--- src/rtl/flash_bank_latch_pkg.sv ---
// Package: shared widths, latch field layout and write classification
// for the flash-capable bank latch.
package flash_bank_latch_pkg;
    parameter int PRG_W = 5;   // program bank number width
    parameter int CHR_W = 2;   // character RAM bank number width
    parameter int WIN_W = 14;  // address bits inside one 16 KB window

    localparam int LATCH_W = PRG_W + CHR_W + 1;
    localparam int AW      = WIN_W + 2;
    localparam int ROMA_W  = PRG_W + WIN_W;

    // Latch layout, most significant field first: screen select, chr bank, prg bank
    typedef struct packed {
        logic             screen;
        logic [CHR_W-1:0] chr;
        logic [PRG_W-1:0] prg;
    } latch_t;

    // What a single CPU write does to the block
    typedef enum logic [1:0] {
        WR_NONE   = 2'd0,
        WR_MASKED = 2'd1,
        WR_DIRECT = 2'd2,
        WR_FLASH  = 2'd3
    } wr_kind_e;
endpackage

--- src/rtl/fbl_write_decode.sv ---
// Module: fbl_write_decode
// Classifies a CPU write from its top two address bits and the mode input.
// Assumes the write strobe lasts one cycle and the address is stable with it.
module fbl_write_decode
    import flash_bank_latch_pkg::*;
(
    input  logic     wr,
    input  logic     flash_mode,
    input  logic     a_top,    // address bit 15
    input  logic     a_win,    // address bit 14: 0 lower window, 1 upper window
    output wr_kind_e kind
);
    // Mode and window pick the destination of the write
    always_comb begin
        kind = WR_NONE;
        if (wr && a_top) begin
            if (!flash_mode)
                kind = WR_MASKED;
            else if (a_win)
                kind = WR_DIRECT;
            else
                kind = WR_FLASH;
        end
    end
endmodule

--- src/rtl/fbl_latch_reg.sv ---
// Module: fbl_latch_reg
// The bank latch register. A masked load takes data AND rom byte, a direct
// load takes the data unchanged, anything else holds.
// Assumes rom_d belongs to the same cycle as the write classification.
module fbl_latch_reg
    import flash_bank_latch_pkg::*;
(
    input  logic               clk,
    input  logic               rst_n,
    input  wr_kind_e           kind,
    input  logic [LATCH_W-1:0] cpu_d,
    input  logic [LATCH_W-1:0] rom_d,
    output latch_t             q
);
    // Latch update with synchronous clear
    always_ff @(posedge clk) begin
        if (!rst_n)
            q <= '0;
        else if (kind == WR_MASKED)
            q <= latch_t'(cpu_d & rom_d);
        else if (kind == WR_DIRECT)
            q <= latch_t'(cpu_d);
    end


    flash_hold_chk: assert property (@(posedge clk) disable iff (!rst_n)
        (kind == WR_FLASH) |=> $stable(q));


    reset_clear_chk: assert property (@(posedge clk)
        !rst_n |=> (q == '0));
endmodule

--- src/rtl/fbl_flash_port.sv ---
// Module: fbl_flash_port
// Registers a lower-window flash-mode write into a one-cycle command strobe
// with its address, data and the latch bank bit sampled at the write.
module fbl_flash_port
    import flash_bank_latch_pkg::*;
(
    input  logic               clk,
    input  logic               rst_n,
    input  wr_kind_e           kind,
    input  logic [WIN_W-1:0]   a_low,
    input  logic               bank0,
    input  logic [LATCH_W-1:0] cpu_d,
    output logic               valid,
    output logic [WIN_W-1:0]   addr,
    output logic               bank0_q,
    output logic [LATCH_W-1:0] data
);
    // Strobe generation: high for one cycle per command write
    always_ff @(posedge clk) begin
        if (!rst_n)
            valid <= 1'b0;
        else
            valid <= (kind == WR_FLASH);
    end

    // Command payload capture
    always_ff @(posedge clk) begin
        if (!rst_n) begin
            addr    <= '0;
            bank0_q <= 1'b0;
            data    <= '0;
        end else if (kind == WR_FLASH) begin
            addr    <= a_low;
            bank0_q <= bank0;
            data    <= cpu_d;
        end
    end


    payload_hold_chk: assert property (@(posedge clk) disable iff (!rst_n)
        (kind != WR_FLASH) |=> ($stable(addr) && $stable(data) && $stable(bank0_q)));
endmodule

--- src/rtl/fbl_addr_map.sv ---
// Module: fbl_addr_map
// Forms the program ROM address. The upper window forces the bank to all
// ones (last bank); the lower window uses the latch bank. Purely combinational.
module fbl_addr_map
    import flash_bank_latch_pkg::*;
(
    input  logic [PRG_W-1:0]  prg,
    input  logic [WIN_W:0]    a,        // window select bit on top of the offset
    output logic [ROMA_W-1:0] rom_addr
);
    logic [PRG_W-1:0] bank;

    // Window select chooses fixed or switched bank
    always_comb begin
        bank     = a[WIN_W] ? {PRG_W{1'b1}} : prg;
        rom_addr = {bank, a[WIN_W-1:0]};
    end
endmodule

--- src/rtl/flash_bank_latch.sv ---
// Module: flash_bank_latch (top)
// Single-latch cartridge banking with an optional flash command path.
// Assumes: one-cycle cpu_wr strobes, rom_rd_data valid with the strobe,
// flash_mode changed only between writes.
module flash_bank_latch
    import flash_bank_latch_pkg::*;
(
    input  logic                  clk,
    input  logic                  rst_n,
    input  logic                  flash_mode,
    input  logic                  cpu_wr,
    input  logic [AW-1:0]         cpu_a,
    input  logic [LATCH_W-1:0]    cpu_d,
    input  logic [LATCH_W-1:0]    rom_rd_data,
    output logic [PRG_W-1:0]      prg_bank,
    output logic [CHR_W-1:0]      chr_bank,
    output logic                  mirror_sel,
    output logic [ROMA_W-1:0]     rom_addr,
    output logic                  fcmd_valid,
    output logic [WIN_W-1:0]      fcmd_addr,
    output logic                  fcmd_bank0,
    output logic [LATCH_W-1:0]    fcmd_data
);
    wr_kind_e kind;
    latch_t   latch_q;

    fbl_write_decode u_decode (
        .wr         (cpu_wr),
        .flash_mode (flash_mode),
        .a_top      (cpu_a[AW-1]),
        .a_win      (cpu_a[AW-2]),
        .kind       (kind)
    );

    fbl_latch_reg u_latch (
        .clk   (clk),
        .rst_n (rst_n),
        .kind  (kind),
        .cpu_d (cpu_d),
        .rom_d (rom_rd_data),
        .q     (latch_q)
    );

    fbl_flash_port u_fport (
        .clk     (clk),
        .rst_n   (rst_n),
        .kind    (kind),
        .a_low   (cpu_a[WIN_W-1:0]),
        .bank0   (latch_q.prg[0]),
        .cpu_d   (cpu_d),
        .valid   (fcmd_valid),
        .addr    (fcmd_addr),
        .bank0_q (fcmd_bank0),
        .data    (fcmd_data)
    );

    fbl_addr_map u_amap (
        .prg      (latch_q.prg),
        .a        (cpu_a[WIN_W:0]),
        .rom_addr (rom_addr)
    );

    // Field outputs straight from the latch
    always_comb begin
        prg_bank   = latch_q.prg;
        chr_bank   = latch_q.chr;
        mirror_sel = latch_q.screen;
    end


    masked_load_chk: assert property (@(posedge clk) disable iff (!rst_n)
        (cpu_wr && cpu_a[AW-1] && !flash_mode)
        |=> ({mirror_sel, chr_bank, prg_bank} == $past(cpu_d & rom_rd_data)));


    direct_load_chk: assert property (@(posedge clk) disable iff (!rst_n)
        (cpu_wr && cpu_a[AW-1] && cpu_a[AW-2] && flash_mode)
        |=> ({mirror_sel, chr_bank, prg_bank} == $past(cpu_d)));


    low_space_ignored_chk: assert property (@(posedge clk) disable iff (!rst_n)
        (cpu_wr && !cpu_a[AW-1])
        |=> ($stable({mirror_sel, chr_bank, prg_bank}) && !fcmd_valid));


    rom_mode_no_cmd_chk: assert property (@(posedge clk) disable iff (!rst_n)
        !flash_mode |=> !fcmd_valid);


    upper_window_chk: assert property (@(posedge clk) disable iff (!rst_n)
        (cpu_a[AW-1:AW-2] == 2'b11) |-> (rom_addr[ROMA_W-1:WIN_W] == {PRG_W{1'b1}}));
endmodule

--- config.mk ---
export PLATFORM = sky130hd
export DESIGN_NAME = flash_bank_latch
export DESIGN_NICKNAME = d
export VERILOG_FILES = /design/src/rtl/flash_bank_latch_pkg.sv /design/src/rtl/fbl_write_decode.sv /design/src/rtl/fbl_latch_reg.sv /design/src/rtl/fbl_flash_port.sv /design/src/rtl/fbl_addr_map.sv /design/src/rtl/flash_bank_latch.sv
export SDC_FILE = /design/constraint.sdc
export NUM_CORES = 1
export LEC_CHECK = 0
export ABC_AREA = 1
export BUFFER_PORTS_ARGS = -buffer_cell sky130_fd_sc_hd__clkbuf_2
export CORE_MARGIN = 2
export CORE_UTILIZATION = 42
export DETAILED_ROUTE_END_ITERATION = 8
export PLACE_DENSITY_LB_ADDON = 0.05
export REMOVE_ABC_BUFFERS = 1
export SKIP_CTS_REPAIR_TIMING = 1
export SYNTH_ARGS = -nofsm -noshare
export SYNTH_HDL_FRONTEND = slang
export SYNTH_SLANG_ARGS = --single-unit
--- constraint.sdc ---
create_clock -name clk -period 0.9 [get_ports clk]
set_input_delay 0.09 -clock clk [delete_from_list [all_inputs] [get_ports clk]]
set_output_delay 0.09 -clock clk [all_outputs]
set_load 0.05 [all_outputs]
## Word level (Yosys, flattened, before mapping)

Index checks and enable logic that the tools add are counted.

| word-level totals | value |
|---|---|
| flip-flop bits (word level) | 32 |
| bits of input ports | 36 |
| word-level logic and storage cells | 19 |

| cells by class | value |
|---|---|
| eq/ne operators | 3 |
| multiplexer cells | 6 |
| bitwise gates (word level) | 1 |
| reductions and logical operators | 2 |

Operators with widths:

| operator | number |
|---|---|
| $mux W8 | 2 |
| $and A8 B8 Y8 | 1 |
| $mux W5 | 1 |
| $eq A2 B2 Y1 const B | 2 |
| $mux W2 | 2 |
| $eq A2 B1 Y1 const B | 1 |
| $reduce_bool A2 Y1 | 1 |
| $logic_and A1 B1 Y1 | 1 |
| $mux W1 | 1 |

## Depth between registers and ports, before layout

| logic depth | value |
|---|---|
| depth after elaboration | 6 |
| gate-level depth with buffers | 7 |
| depth with buffers taken out | 6 |

## Modules after synthesis

A second synthesis with hierarchy kept.

| unflattened totals | value |
|---|---|
| cells, all modules | 250 |
| area, all modules | 1617.8 um^2 |

Modules (own cells, without submodules):

| module | instances | cells an instance | area each (um^2) | sequential area each (um^2) |
|---|---|---|---|---|
| fbl_flash_port | 1 | 149 | 983.4 | 480.5 |
| fbl_latch_reg | 1 | 70 | 465.4 | 160.2 |
| fbl_addr_map | 1 | 25 | 146.4 | 0.0 |
| fbl_write_decode | 1 | 6 | 22.5 | 0.0 |

## Worst setup path before layout

Ideal clock, no wire load.

| timing path | value |
|---|---|
| path type | register to output |
| start | reg u_latch.q[1] (netlist name) |
| end | out rom_addr[15] |
| arrival time | 1.074 ns |
| setup slack | -0.264 ns |
| stages on the path, launching flop included | 3 |
| path buffers | 0 |
| cell sequence | dfxtp_1 -> inv_1 -> nand2_1 |

| on the way | value |
|---|---|
| word-level cells in the longest chain between the ends | 1 |

Ends and longest elaborated chain:

| element | RTL line | text |
|---|---|---|
| start: declaration | fbl_latch_reg.sv:13 | `output latch_t q` |
| start signal: assignment | fbl_latch_reg.sv:20 | `q <= latch_t'(cpu_d & rom_d);` |
| start signal: assignment | fbl_latch_reg.sv:22 | `q <= latch_t'(cpu_d);` |
| $mux W5 | fbl_addr_map.sv:15 | `bank = a[WIN_W] ? {PRG_W{1'b1}} : prg;` |
| end: declaration | flash_bank_latch.sv:18 | `output logic [ROMA_W-1:0] rom_addr,` |

Every way passes these cells.

## Final worst setup path

| timing path | value |
|---|---|
| start | reg u_latch.q[3] (netlist name) |
| end | out rom_addr[17] |

The elaborated chain is that of the path after synthesis.

==> key figures <==
Clock network
  – Buffer depth of the longest clock path: 2
  – H-tree Lvls: 2
  – Sink Count: 32
  – Worst-Skew Late Latency: between 0.3 and 0.4 ns
  – Clk pin slew, worst setup/hold paths: 0.09 ns
  – Clock root cell: clkbuf_4
  – CTS buffer count: 5
  – CTS tree: built

Setup path
  – CP Capture Type: output port
  – WS Path Type: reg -> out
  – CP top delay family: flip-flops
  – Worst-case reg-to-reg path depth: 4
  – Crit path launch type: flip-flop
  – Slowest CP cell: dfxtp_2
  – Buf/Inv on CP: 2
  – Critical Path Fanout Max: 2
  – Critical path depth: 3
  – CP Cell Sequence: inv_2 -> nand2_2 -> buf_6
  – Worst Path Required: just over 0.8 ns
  – Critical path arrival: 0.94 ns
  – Max incr delay on CP: 0.36 ns

Layout
  – Most common cell after layout, fill and taps aside: clkbuf_2
  – FF/Latch Area: slightly below 700 sq um
  – Fillers: about 290
  – Layout cells sized above 1: 0.532
  – Ant diodes: 0
  – Most frequent cells in the layout: clkbuf_2 (49), nor2_1 (48), nand2_1 (34)
  – Layout area overhead: 60.2%
  – Multi-input combinational cell area: about 520 sq um
  – Final net count: ~310

Pwr
  – Seq pwr share: 0.454
  – Clock power frac: 0.254
  – Pint: about 2.2 mW
  – Switching part of the total: 0.342
  – P per Cell Area: ~1500 nW/um^2
  – Comb pwr share: 0.292
  – Maximum vdd ir drop: just over 1 mV
  – LEAKAGE: approximately 1.1 nW
  – Sw Pwr: 1.16 mW

Floorplanning
  – Placement Rows: 21
  – Initial Utilization: 0.431
  – Die Area: roughly 3900 sq um
  – Horiz. Die Dim: 62.1 microns
  – I/O pin total: 87
  – Core area: 3280 sq um
  – Die span in y: between 60 and 70 microns

Global routing
  – GRT Total Usage: 0.159
  – GRT busiest layer: met2
  – Largest net degree at the start of global routing: 33
  – Met1 usage: 0.189
  – GR met2 Demand/Resource: 0.263
  – First-pass GRT wire length: 4410 microns
  – Vias in the first global route: about 1100
  – Antenna violations before repair: 0
  – Met3 usage: 0.0373
  – Grt total ovfl: 0

Yosys
  – Post-Syn Instances: between 150 and 200
  – Warnings from Yosys: 0
  – Synth unique cells: 18
  – FF+latch count, synth: 32
  – Seq/Total Area, Yosys: 0.452
  – Synth Area per Inst: 7.19 sq um
  – Cell area after synthesis: approximately 1400 sq um

Placement
  – Post-DP HPWL: between 2000 and 2500 microns
  – Port buffer count: 86
  – Final GP Congestion: around 0.67
  – Dpl ws: -0.0712 ns

STA
  – RSZ-0062 raised after global routing: yes
  – Worst hold slack: -0.0161 ns
  – Endpoints failing setup: 37
  – Clock skew: approximately 0.001 ns
  – Relative slew margins: 0.811
  – Period utilisation layout: 1.14
  – Final hold vios: 3
  – Setup TNS: -1.40 ns
  – Max Clk Rate: about 970 MHz
  – Min Tclk post-route: 1.03 ns
  – Worst Setup Slack, final: -0.130 ns
  – Final slew viol count: 0
  – Slew @ Worst Pin: about 0.29 ns

Run status
  – Violated checks: negative hold slack, negative setup slack
  – Status: complete, but fails checks

Detailed routing
  – Iteration-0 DRC Markers: between 40 and 50
  – Vias: 1403
  – Remaining routing DRC violations: 0
  – DR vias/cell: between 4 and 5
  – Routed len/inst: 10.3 microns
  – Drt first pass iters: 4
  – Final WL: 3350 microns
  – Routed Antenna Nets: 0

Job
  – Maximum capacitance violations: 0

Worst hold path
  – Hold-critical path depth: 3
  – Hold crit path type: in -> reg
[through the flow]
stage	total power, mW	utilization	area, sq um	hold slack, ns	std cells
6_report	3.38	0.691	2270	-0.0161	324
5_1_grt	3.56	0.691	2270	-0.00137	324
4_1_cts	3.21	0.555	1820	-0.0191	318
3_5_place_dp	2.35	0.536	1760	0.337	310
3_3_place_gp	2.35	0.536	1760	0.340	310
2_1_floorplan	1.98	-	1240	0.180	175
[tightest hold or removal path: stages]
cell and delay [ns]:
clkbuf_2 0.09, nand2_1 0.06, a21oi_1 0.05
[cell usage after synthesis]
| cell | n | area share |
|---|---|---|
| a21oi_1 | 8 | 0.028 |
| nand2_4 | 1 | 0.0079 |
| clkbuf_1 | 1 | 0.0026 |
| nand2_1 | 39 | 0.10 |
| nor2_4 | 1 | 0.0079 |
| o21ai_1 | 5 | 0.018 |
| o21ai_0 | 18 | 0.064 |
| dfxtp_1 | 32 | 0.45 |
| buf_1 | 1 | 0.0026 |
| buf_2 | 1 | 0.0035 |
| nand2_2 | 1 | 0.0044 |
| buf_4 | 15 | 0.080 |
| buf_8 | 2 | 0.021 |
| inv_6 | 1 | 0.0062 |
| inv_1 | 17 | 0.045 |
| buf_6 | 2 | 0.016 |
| inv_2 | 4 | 0.011 |
| nor2_1 | 48 | 0.13 |
[final cells by class]
class                           count  area share
Clock inverter                      2     0.00441
Clock buffer                        6      0.0226
Multi-Input combinational cell    121       0.230
Tap cell                           46      0.0254
Sequential cell                    32       0.300
Timing Repair Buffer               95       0.379
Inverter                           22      0.0386
[cell families (layout without fill, tap and decap cells)]
kind of cell / after synthesis / in the layout / share of synthesized area
simple gates: 90 / 90 / 0.251
compound gates: 31 / 31 / 0.110
flops: 32 / 32 / 0.452
buf+inv: 44 / 125 / 0.187
[worst paths after layout]
kind	from	end	slack, ns
max	u_latch.q[3]$_SDFFE_PN0P_	rom_addr[17]	-0.13
min	cpu_d[5]	u_latch.q[5]$_SDFFE_PN0P_	-0.02
max reg2reg	u_latch.q[0]$_SDFFE_PN0P_	u_latch.q[0]$_SDFFE_PN0P_	0.22
min reg2reg	u_fport.data[5]$_SDFFE_PN0N_	u_fport.data[5]$_SDFFE_PN0N_	0.49
[state kept, by name (all words and copies together), names as in the netlist]
signal and cells:
u_fport.addr 14, u_fport.data 8, u_latch.q 8, u_fport.bank0_q 1, u_fport.valid 1
[power groups by stage]
stage	Combinational (mW)	Sequential, mW	Clock [mW]
4_1_cts	0.815	1.51	0.885
3_3_place_gp	0.812	1.54	0
6_report	0.988	1.54	0.858
3_5_place_dp	0.813	1.54	0
5_1_grt	1.06	1.55	0.954
2_1_floorplan	0.231	1.74	0
[routing by layer]
layer  share of wire  vias up
met5               0        -
met4           0.013        0
met3           0.069        4
met2            0.52       53
met1            0.39      597
li1                -      749
(Power assumes the default switching activity.)
